[src/rtl/xbus_pkg.sv]
package xbus_pkg;

    localparam int ADDR_W = 24;
    localparam int DATA_W = 16;
    localparam int BYTE_W = 8;
    localparam int LANES  = DATA_W / BYTE_W;

    typedef enum logic [2:0] {
        XB_IDLE,
        XB_NB_ACT,
        XB_NB_GAP,
        XB_MX_ALE,
        XB_MX_HOLD,
        XB_MX_DATA,
        XB_DONE
    } xb_state_e;

    localparam logic [LANES-1:0] LN_BOTH = 2'b11;
    localparam logic [LANES-1:0] LN_EVEN = 2'b10;
    localparam logic [LANES-1:0] LN_ODD  = 2'b01;

    // Lanes covered by the first external cycle of an access
    function automatic logic [LANES-1:0] first_lanes(input logic [LANES-1:0] be,
                                                     input logic mux);
        if (mux && be == LN_BOTH) return LN_EVEN;
        return be;
    endfunction

    // Address bit 0 of the current cycle
    function automatic logic is_odd(input logic [LANES-1:0] lanes);
        return lanes == LN_ODD;
    endfunction

    function automatic logic [BYTE_W-1:0] pick_byte(input logic [DATA_W-1:0] w,
                                                    input logic odd);
        return odd ? w[BYTE_W-1:0] : w[DATA_W-1:BYTE_W];
    endfunction

endpackage

[src/rtl/xbus_seq.sv]
module xbus_seq
    import xbus_pkg::*;
#(
    parameter int PH = 2
) (
    input  logic              clk,
    input  logic              rst,
    input  logic              req_valid,
    input  logic [ADDR_W-1:0] req_addr,
    input  logic [DATA_W-1:0] req_wdata,
    input  logic [LANES-1:0]  req_be,
    input  logic              req_write,
    input  logic              req_mux,
    input  logic              nb_dtack_n,
    input  logic              nb_size8,
    output xb_state_e         state,
    output logic [LANES-1:0]  lanes,
    output logic [ADDR_W-1:0] cur_addr,
    output logic [DATA_W-1:0] cur_wdata,
    output logic              cur_write,
    output logic              phase_last,
    output logic              accept
);
    localparam int CNT_W = (PH > 1) ? $clog2(PH) : 1;

    logic [CNT_W-1:0] cnt;
    logic [LANES-1:0] cur_be;

    assign phase_last = (cnt == CNT_W'(PH - 1));
    assign accept     = (state == XB_IDLE) && req_valid;

    always_ff @(posedge clk) begin
        if (rst) begin
            state     <= XB_IDLE;
            lanes     <= '0;
            cur_addr  <= '0;
            cur_wdata <= '0;
            cur_write <= 1'b0;
            cur_be    <= '0;
            cnt       <= '0;
        end else begin
            case (state)
                XB_IDLE: begin
                    if (req_valid) begin
                        cur_addr  <= req_addr;
                        cur_wdata <= req_wdata;
                        cur_write <= req_write;
                        cur_be    <= req_be;
                        lanes     <= first_lanes(req_be, req_mux);
                        cnt       <= '0;
                        if (req_be == '0)  state <= XB_DONE;
                        else if (req_mux)  state <= XB_MX_ALE;
                        else               state <= XB_NB_ACT;
                    end
                end
                XB_NB_ACT: begin
                    if (!nb_dtack_n) begin
                        if (lanes == LN_BOTH && nb_size8) begin
                            lanes <= LN_ODD;
                            state <= XB_NB_GAP;
                        end else begin
                            state <= XB_DONE;
                        end
                    end
                end
                XB_NB_GAP: state <= XB_NB_ACT;
                XB_MX_ALE: begin
                    if (phase_last) begin
                        cnt   <= '0;
                        state <= XB_MX_HOLD;
                    end else begin
                        cnt <= cnt + 1'b1;
                    end
                end
                XB_MX_HOLD: begin
                    if (phase_last) begin
                        cnt   <= '0;
                        state <= XB_MX_DATA;
                    end else begin
                        cnt <= cnt + 1'b1;
                    end
                end
                XB_MX_DATA: begin
                    if (phase_last) begin
                        cnt <= '0;
                        if (lanes == LN_EVEN && cur_be == LN_BOTH) begin
                            lanes <= LN_ODD;
                            state <= XB_MX_ALE;
                        end else begin
                            state <= XB_DONE;
                        end
                    end else begin
                        cnt <= cnt + 1'b1;
                    end
                end
                XB_DONE: state <= XB_IDLE;
                default: state <= XB_IDLE;
            endcase
        end
    end


    cnt_range_chk: assert property (@(posedge clk) disable iff (rst)
        cnt <= CNT_W'(PH - 1));


    odd_follows_even_chk: assert property (@(posedge clk) disable iff (rst)
        (state == XB_MX_DATA && phase_last && lanes == LN_EVEN && cur_be == LN_BOTH)
        |=> (state == XB_MX_ALE && lanes == LN_ODD));

endmodule

[src/rtl/xbus_nb_drive.sv]
module xbus_nb_drive
    import xbus_pkg::*;
(
    input  xb_state_e         state,
    input  logic [LANES-1:0]  lanes,
    input  logic [ADDR_W-1:0] cur_addr,
    input  logic [DATA_W-1:0] cur_wdata,
    input  logic              cur_write,
    output logic [ADDR_W-1:0] nb_addr,
    output logic              nb_as_n,
    output logic              nb_rw,
    output logic              nb_uds_n,
    output logic              nb_lds_n,
    output logic [DATA_W-1:0] nb_dout,
    output logic              nb_doe
);
    logic active;
    logic odd;

    always_comb begin
        active   = (state == XB_NB_ACT);
        odd      = is_odd(lanes);
        nb_addr  = {cur_addr[ADDR_W-1:1], odd};
        nb_as_n  = !active;
        nb_rw    = !(active && cur_write);
        nb_uds_n = !(active && lanes[1]);
        nb_lds_n = !(active && lanes[0]);
        nb_doe   = active && cur_write;
        if (odd) nb_dout = {LANES{cur_wdata[BYTE_W-1:0]}};
        else     nb_dout = cur_wdata;
    end

endmodule

[src/rtl/xbus_mx_drive.sv]
module xbus_mx_drive
    import xbus_pkg::*;
(
    input  xb_state_e                 state,
    input  logic [LANES-1:0]          lanes,
    input  logic [ADDR_W-1:0]         cur_addr,
    input  logic [DATA_W-1:0]         cur_wdata,
    input  logic                      cur_write,
    output logic [ADDR_W-BYTE_W-1:0]  mx_addr_hi,
    output logic [BYTE_W-1:0]         mx_ad_out,
    output logic                      mx_ad_oe,
    output logic                      mx_ale,
    output logic                      mx_rd_n,
    output logic                      mx_wr_n
);
    logic addr_ph;
    logic data_ph;
    logic odd;

    always_comb begin
        odd        = is_odd(lanes);
        addr_ph    = (state == XB_MX_ALE) || (state == XB_MX_HOLD);
        data_ph    = (state == XB_MX_DATA);
        mx_addr_hi = cur_addr[ADDR_W-1:BYTE_W];
        mx_ale     = (state == XB_MX_ALE);
        mx_rd_n    = !(data_ph && !cur_write);
        mx_wr_n    = !(data_ph && cur_write);
        mx_ad_oe   = addr_ph || (data_ph && cur_write);
        if (addr_ph) mx_ad_out = {cur_addr[BYTE_W-1:1], odd};
        else         mx_ad_out = pick_byte(cur_wdata, odd);
    end

endmodule

[src/rtl/xbus_rd_asm.sv]
module xbus_rd_asm
    import xbus_pkg::*;
(
    input  logic              clk,
    input  logic              rst,
    input  logic              accept,
    input  xb_state_e         state,
    input  logic [LANES-1:0]  lanes,
    input  logic              phase_last,
    input  logic              cur_write,
    input  logic              nb_dtack_n,
    input  logic              nb_size8,
    input  logic [DATA_W-1:0] nb_din,
    input  logic [BYTE_W-1:0] mx_ad_in,
    output logic [DATA_W-1:0] rdata
);
    localparam int HI = DATA_W - 1;
    localparam int LO = BYTE_W - 1;

    logic nb_cap;
    logic mx_cap;

    assign nb_cap = (state == XB_NB_ACT) && !nb_dtack_n && !cur_write;
    assign mx_cap = (state == XB_MX_DATA) && phase_last && !cur_write;

    always_ff @(posedge clk) begin
        if (rst || accept) begin
            rdata <= '0;
        end else if (nb_cap) begin
            case (lanes)
                LN_BOTH: begin
                    if (nb_size8) rdata[HI:BYTE_W] <= nb_din[HI:BYTE_W];
                    else          rdata <= nb_din;
                end
                LN_EVEN: rdata[HI:BYTE_W] <= nb_din[HI:BYTE_W];
                LN_ODD:  rdata[LO:0] <= nb_size8 ? nb_din[HI:BYTE_W] : nb_din[LO:0];
                default: rdata <= rdata;
            endcase
        end else if (mx_cap) begin
            if (is_odd(lanes)) rdata[LO:0] <= mx_ad_in;
            else               rdata[HI:BYTE_W] <= mx_ad_in;
        end
    end

endmodule

[src/rtl/dual_bus_bridge.sv]
module dual_bus_bridge
    import xbus_pkg::*;
#(
    parameter int MX_PHASE_CLKS = 2
) (
    input  logic                     clk,
    input  logic                     rst,
    input  logic                     req_valid,
    input  logic [ADDR_W-1:0]        req_addr,
    input  logic [DATA_W-1:0]        req_wdata,
    input  logic [LANES-1:0]         req_be,
    input  logic                     req_write,
    input  logic                     req_mux,
    output logic                     req_ack,
    output logic [DATA_W-1:0]        req_rdata,
    output logic [ADDR_W-1:0]        nb_addr,
    output logic                     nb_as_n,
    output logic                     nb_rw,
    output logic                     nb_uds_n,
    output logic                     nb_lds_n,
    output logic [DATA_W-1:0]        nb_dout,
    output logic                     nb_doe,
    input  logic [DATA_W-1:0]        nb_din,
    input  logic                     nb_dtack_n,
    input  logic                     nb_size8,
    output logic [ADDR_W-BYTE_W-1:0] mx_addr_hi,
    output logic [BYTE_W-1:0]        mx_ad_out,
    output logic                     mx_ad_oe,
    input  logic [BYTE_W-1:0]        mx_ad_in,
    output logic                     mx_ale,
    output logic                     mx_rd_n,
    output logic                     mx_wr_n
);
    xb_state_e         state;
    logic [LANES-1:0]  lanes;
    logic [ADDR_W-1:0] cur_addr;
    logic [DATA_W-1:0] cur_wdata;
    logic              cur_write;
    logic              phase_last;
    logic              accept;

    xbus_seq #(.PH(MX_PHASE_CLKS)) u_seq (
        .clk(clk), .rst(rst),
        .req_valid(req_valid), .req_addr(req_addr), .req_wdata(req_wdata),
        .req_be(req_be), .req_write(req_write), .req_mux(req_mux),
        .nb_dtack_n(nb_dtack_n), .nb_size8(nb_size8),
        .state(state), .lanes(lanes), .cur_addr(cur_addr),
        .cur_wdata(cur_wdata), .cur_write(cur_write),
        .phase_last(phase_last), .accept(accept)
    );

    xbus_nb_drive u_nb (
        .state(state), .lanes(lanes), .cur_addr(cur_addr),
        .cur_wdata(cur_wdata), .cur_write(cur_write),
        .nb_addr(nb_addr), .nb_as_n(nb_as_n), .nb_rw(nb_rw),
        .nb_uds_n(nb_uds_n), .nb_lds_n(nb_lds_n),
        .nb_dout(nb_dout), .nb_doe(nb_doe)
    );

    xbus_mx_drive u_mx (
        .state(state), .lanes(lanes), .cur_addr(cur_addr),
        .cur_wdata(cur_wdata), .cur_write(cur_write),
        .mx_addr_hi(mx_addr_hi), .mx_ad_out(mx_ad_out), .mx_ad_oe(mx_ad_oe),
        .mx_ale(mx_ale), .mx_rd_n(mx_rd_n), .mx_wr_n(mx_wr_n)
    );

    xbus_rd_asm u_rd (
        .clk(clk), .rst(rst), .accept(accept), .state(state), .lanes(lanes),
        .phase_last(phase_last), .cur_write(cur_write),
        .nb_dtack_n(nb_dtack_n), .nb_size8(nb_size8), .nb_din(nb_din),
        .mx_ad_in(mx_ad_in), .rdata(req_rdata)
    );

    assign req_ack = (state == XB_DONE);


    ack_one_clk_chk: assert property (@(posedge clk) disable iff (rst)
        req_ack |=> !req_ack);


    ack_bus_quiet_chk: assert property (@(posedge clk) disable iff (rst)
        req_ack |-> (nb_as_n && mx_rd_n && mx_wr_n && !mx_ale));


    one_form_chk: assert property (@(posedge clk) disable iff (rst)
        !(!nb_as_n && (mx_ale || !mx_rd_n || !mx_wr_n)));


    strobe_excl_chk: assert property (@(posedge clk) disable iff (rst)
        !(!mx_rd_n && !mx_wr_n));


    ale_before_strobe_chk: assert property (@(posedge clk) disable iff (rst)
        $fell(mx_ale) |-> (mx_rd_n && mx_wr_n && mx_ad_oe));


    nb_hold_chk: assert property (@(posedge clk) disable iff (rst)
        (!nb_as_n && nb_dtack_n) |=>
        (!nb_as_n && $stable(nb_addr) && $stable(nb_uds_n) && $stable(nb_lds_n)));

endmodule

[config.mk]
export PLATFORM = sky130hd
export DESIGN_NAME = dual_bus_bridge
export DESIGN_NICKNAME = d
export VERILOG_FILES = /design/src/rtl/xbus_pkg.sv /design/src/rtl/xbus_seq.sv /design/src/rtl/xbus_nb_drive.sv /design/src/rtl/xbus_mx_drive.sv /design/src/rtl/xbus_rd_asm.sv /design/src/rtl/dual_bus_bridge.sv
export SDC_FILE = /design/constraint.sdc
export NUM_CORES = 1
export LEC_CHECK = 0
export ABC_CLOCK_PERIOD_IN_PS = 3610
export BUFFER_PORTS_ARGS = -buffer_cell sky130_fd_sc_hd__buf_2
export CORE_ASPECT_RATIO = 1.4
export CORE_MARGIN = 10
export CORE_UTILIZATION = 50
export CTS_CLUSTER_SIZE = 40
export DETAILED_ROUTE_END_ITERATION = 8
export PLACE_DENSITY = 0.86
export REMOVE_ABC_BUFFERS = 1
export SYNTH_ARGS = -nofsm -noshare
export SYNTH_HDL_FRONTEND = slang
export SYNTH_SLANG_ARGS = --single-unit
[constraint.sdc]
create_clock -name clk -period 3.61 [get_ports clk]
set_clock_uncertainty 0.2 [all_clocks]
set_input_delay 0.722 -clock clk [delete_from_list [all_inputs] [get_ports clk]]
set_output_delay 0.722 -clock clk [all_outputs]
set_load 0.01 [all_outputs]
==> run summary <==
Post-synthesis sequential area ratio: 0.385
Routed vias: 3430
Worst Setup End Kind: output pin
Initial DRC count: 239
Post-synth EDFFs: 0
Final wirelength: 10600 um
Hpwl dp: 8190 um
#FFs+latches synth: 64
Worst-Skew Late Latency: 0.34 ns
Mapped Area: 3330 um^2
Clock transition at path regs: 0.07 ns
Worst r2r src: u_seq.lanes[1]
Routed length per instance: 16.8 um
Worst slew margin: 0.473
Cells resized by post-CTS repair: 0
Core area: 6530 um^2
Leak Pwr: 1.95 nW
Final net count: 624
Syn_area_per_cell: 7.83 um^2
Setup Buffers After CTS: 0
I/O pin count: 163
FF-to-FF path depth: 6
DIE HEIGHT: 117 um
Largest net degree at the start of global routing: 49
Overall routing resource usage: 0.200
Setup Viol. Count Final: 0
Worst hold path type: reg2reg
# hold bufs at CTS: 0
CP max FO: 15
Grt total ovfl: 0
Via/cell ratio: 5.44
Highest Clock Rate: 319 MHz
Synthesized instance count: 425
TNS Setup: 0 ns
Hold_ws: 0.260 ns
TritonCTS clock tree: built
CP required: 2.69 ns
Final period util: 0.869
Finished Core Util: 0.636
R2R setup slack: 1.17 ns
CTS sink count: 64
Synth async-reset ratio: 0
DRT Pass-1 Iters: 4
Min cycle time layout: 3.14 ns
Status: finished clean
# rows: 35
MaxCap Viol Count: 0
VDD IR max: 392 uV
Area delta synth->final: 24.7%
Gpl congestion: 0.914
Remaining DRCs: 0
Synth unique cells: 47
Crit start category: flop
Count of warnings emitted by yosys: 0
Starting Density: 0.510
Unrepaired setup endpoints after global routing: no
CTS Buffer Depth: 2
Die Footprint: 10400 um^2
# diodes: 0
H-tree depth: 3
Reg-to-reg endpoint: u_rd.rdata[5]
Die X: 89.0 um
Fraction of layout cells with a size suffix above 1: 0.378
Setup crit start: u_seq.lanes[1]
Final hold vios: 0
Final ANT Viol Nets: 0
Vias in the first global route: 3432
Pwr/cell area: 707 nW/um^2
Initial antenna violation count: 0
WS Path Type: reg2out
CTS Buf Count: 9
Clock root cell: clkbuf_8
Main flop type after synthesis: dfxtp_1
Slew Viols, Final: 0
Worst slew pin tran: 0.788 ns
First-pass GRT wire length: 16300 um
Port Buffer Count: 161
Crit path arrival time: 2.21 ns
Critical Path End: mx_ad_out[7]
## layout make-up
| type | instances | area (um^2) |
|---|---|---|
| Fill cell | 551 | 2370 |
| Tap cell | 74 | 92.6 |
| Timing Repair Buffer | 166 | 843 |
| Sequential cell | 64 | 1280 |
| Clock inverter | 6 | 68.8 |
| Inverter | 17 | 63.8 |
| Multi-Input combinational cell | 293 | 1660 |
| Clock buffer | 10 | 138 |
## stage by stage
stage / power, W / instance area (um^2) / instances / setup WS [ns]
after CTS: 0.00296 / 4150 / 630 / 0.453
after global placement: 0.00229 / 3940 / 614 / 0.877
final: 0.00294 / 4150 / 630 / 0.473
after detailed placement: 0.00233 / 3940 / 614 / 0.850
after floorplan: 0.00181 / 3010 / 374 / 0.714
after global routing: 0.00316 / 4150 / 630 / 0.299
## power breakdown
group	internal [W]	switching (W)
registers	0.000860	0.000196
logic	0.000500	0.000753
clock network	0.000340	0.000286
total	0.00170	0.00124
## sequential cells by signal, summed over array words and instances (netlist names)
signal            count
u_rd.rdata           16
u_seq.cur_addr       23
u_seq.cur_be          2
u_seq.cur_wdata      16
u_seq.cur_write       1
u_seq.lanes           2
u_seq.phase_last      1
u_seq.state           3
## cell usage in the layout (no fill, tap or decap), drive strengths merged, types with 3 or more instances in the layout
master,synthesis,layout
inv,16,16
clkbuf,11,10
nand2,125,125
nand3,20,20
buf,40,166
or3,3,3
nor2,9,9
mux2,8,8
o22ai,9,9
nand2b,14,14
o21ai,13,13
a32o,9,9
a221oi,10,10
a21oi,48,48
dfxtp,64,64
clkinv,1,5
## critical path: stages (launching register included)
cell      delay (ns)
dfxtp_1         0.79
nand2b_1        0.22
clkinv_1        0.25
nand2_1         0.14
nand2_1         0.08
mux2_2          0.26
buf_2           0.14
## layer usage
layer / routed length, um / up-vias / GRT usage
li1: - / 1676 / -
met2: 4870 / 181 / 0.334
met1: 4080 / 1556 / 0.212
met4: 259 / 0 / 0.0883
met5: 0 / - / 0
met3: 1370 / 17 / 0.0907
## worst min-delay path by stage
stage / to / from / slack (ns) / depth (start not counted)
2_1_floorplan: u_seq.cur_be[1] / u_seq.cur_be[1] / 0.23 / 2
3_3_place_gp: u_seq.cur_be[1] / u_seq.cur_be[1] / 0.24 / 2
3_5_place_dp: u_seq.cur_wdata[12] / u_seq.cur_wdata[12] / 0.25 / 2
4_1_cts: u_seq.cur_wdata[14] / u_seq.cur_wdata[14] / 0.26 / 2
5_1_grt: u_seq.cur_be[0] / u_seq.cur_be[0] / 0.28 / 2
6_report: u_rd.rdata[11] / u_rd.rdata[11] / 0.26 / 2
## Yosys cell counts (2+ instances only)
cell      instances  share of area
nand2_1         123           0.14
dfxtp_1          64           0.38
a21oi_1          48          0.072
buf_4            25          0.056
nand3_1          20          0.030
inv_1            15          0.017
nand2b_1         14          0.026
o21ai_0          12          0.018
buf_2            11          0.017
clkbuf_1         11          0.012
a32o_1            9          0.027
o22ai_1           9          0.017
a221oi_2          8          0.036
mux2_2            8          0.027
nor2_1            8         0.0090
buf_6             3          0.010
or3_1             3         0.0056
a221oi_1          2         0.0053
and3_1            2         0.0038
nand3b_1          2         0.0045
nor2b_1           2         0.0038
## cells by family after synthesis
group | count (synthesis) | share of synthesized area
XOR/XNOR | 1 | 0.00263
buffers and inverters | 68 | 0.116
AO/OA/AOI/OAI | 97 | 0.208
AND/OR/NAND/NOR | 187 | 0.262
flip-flops | 64 | 0.385
multiplexers | 8 | 0.0271
No activity file was read; power rests on OpenSTA's default activity.
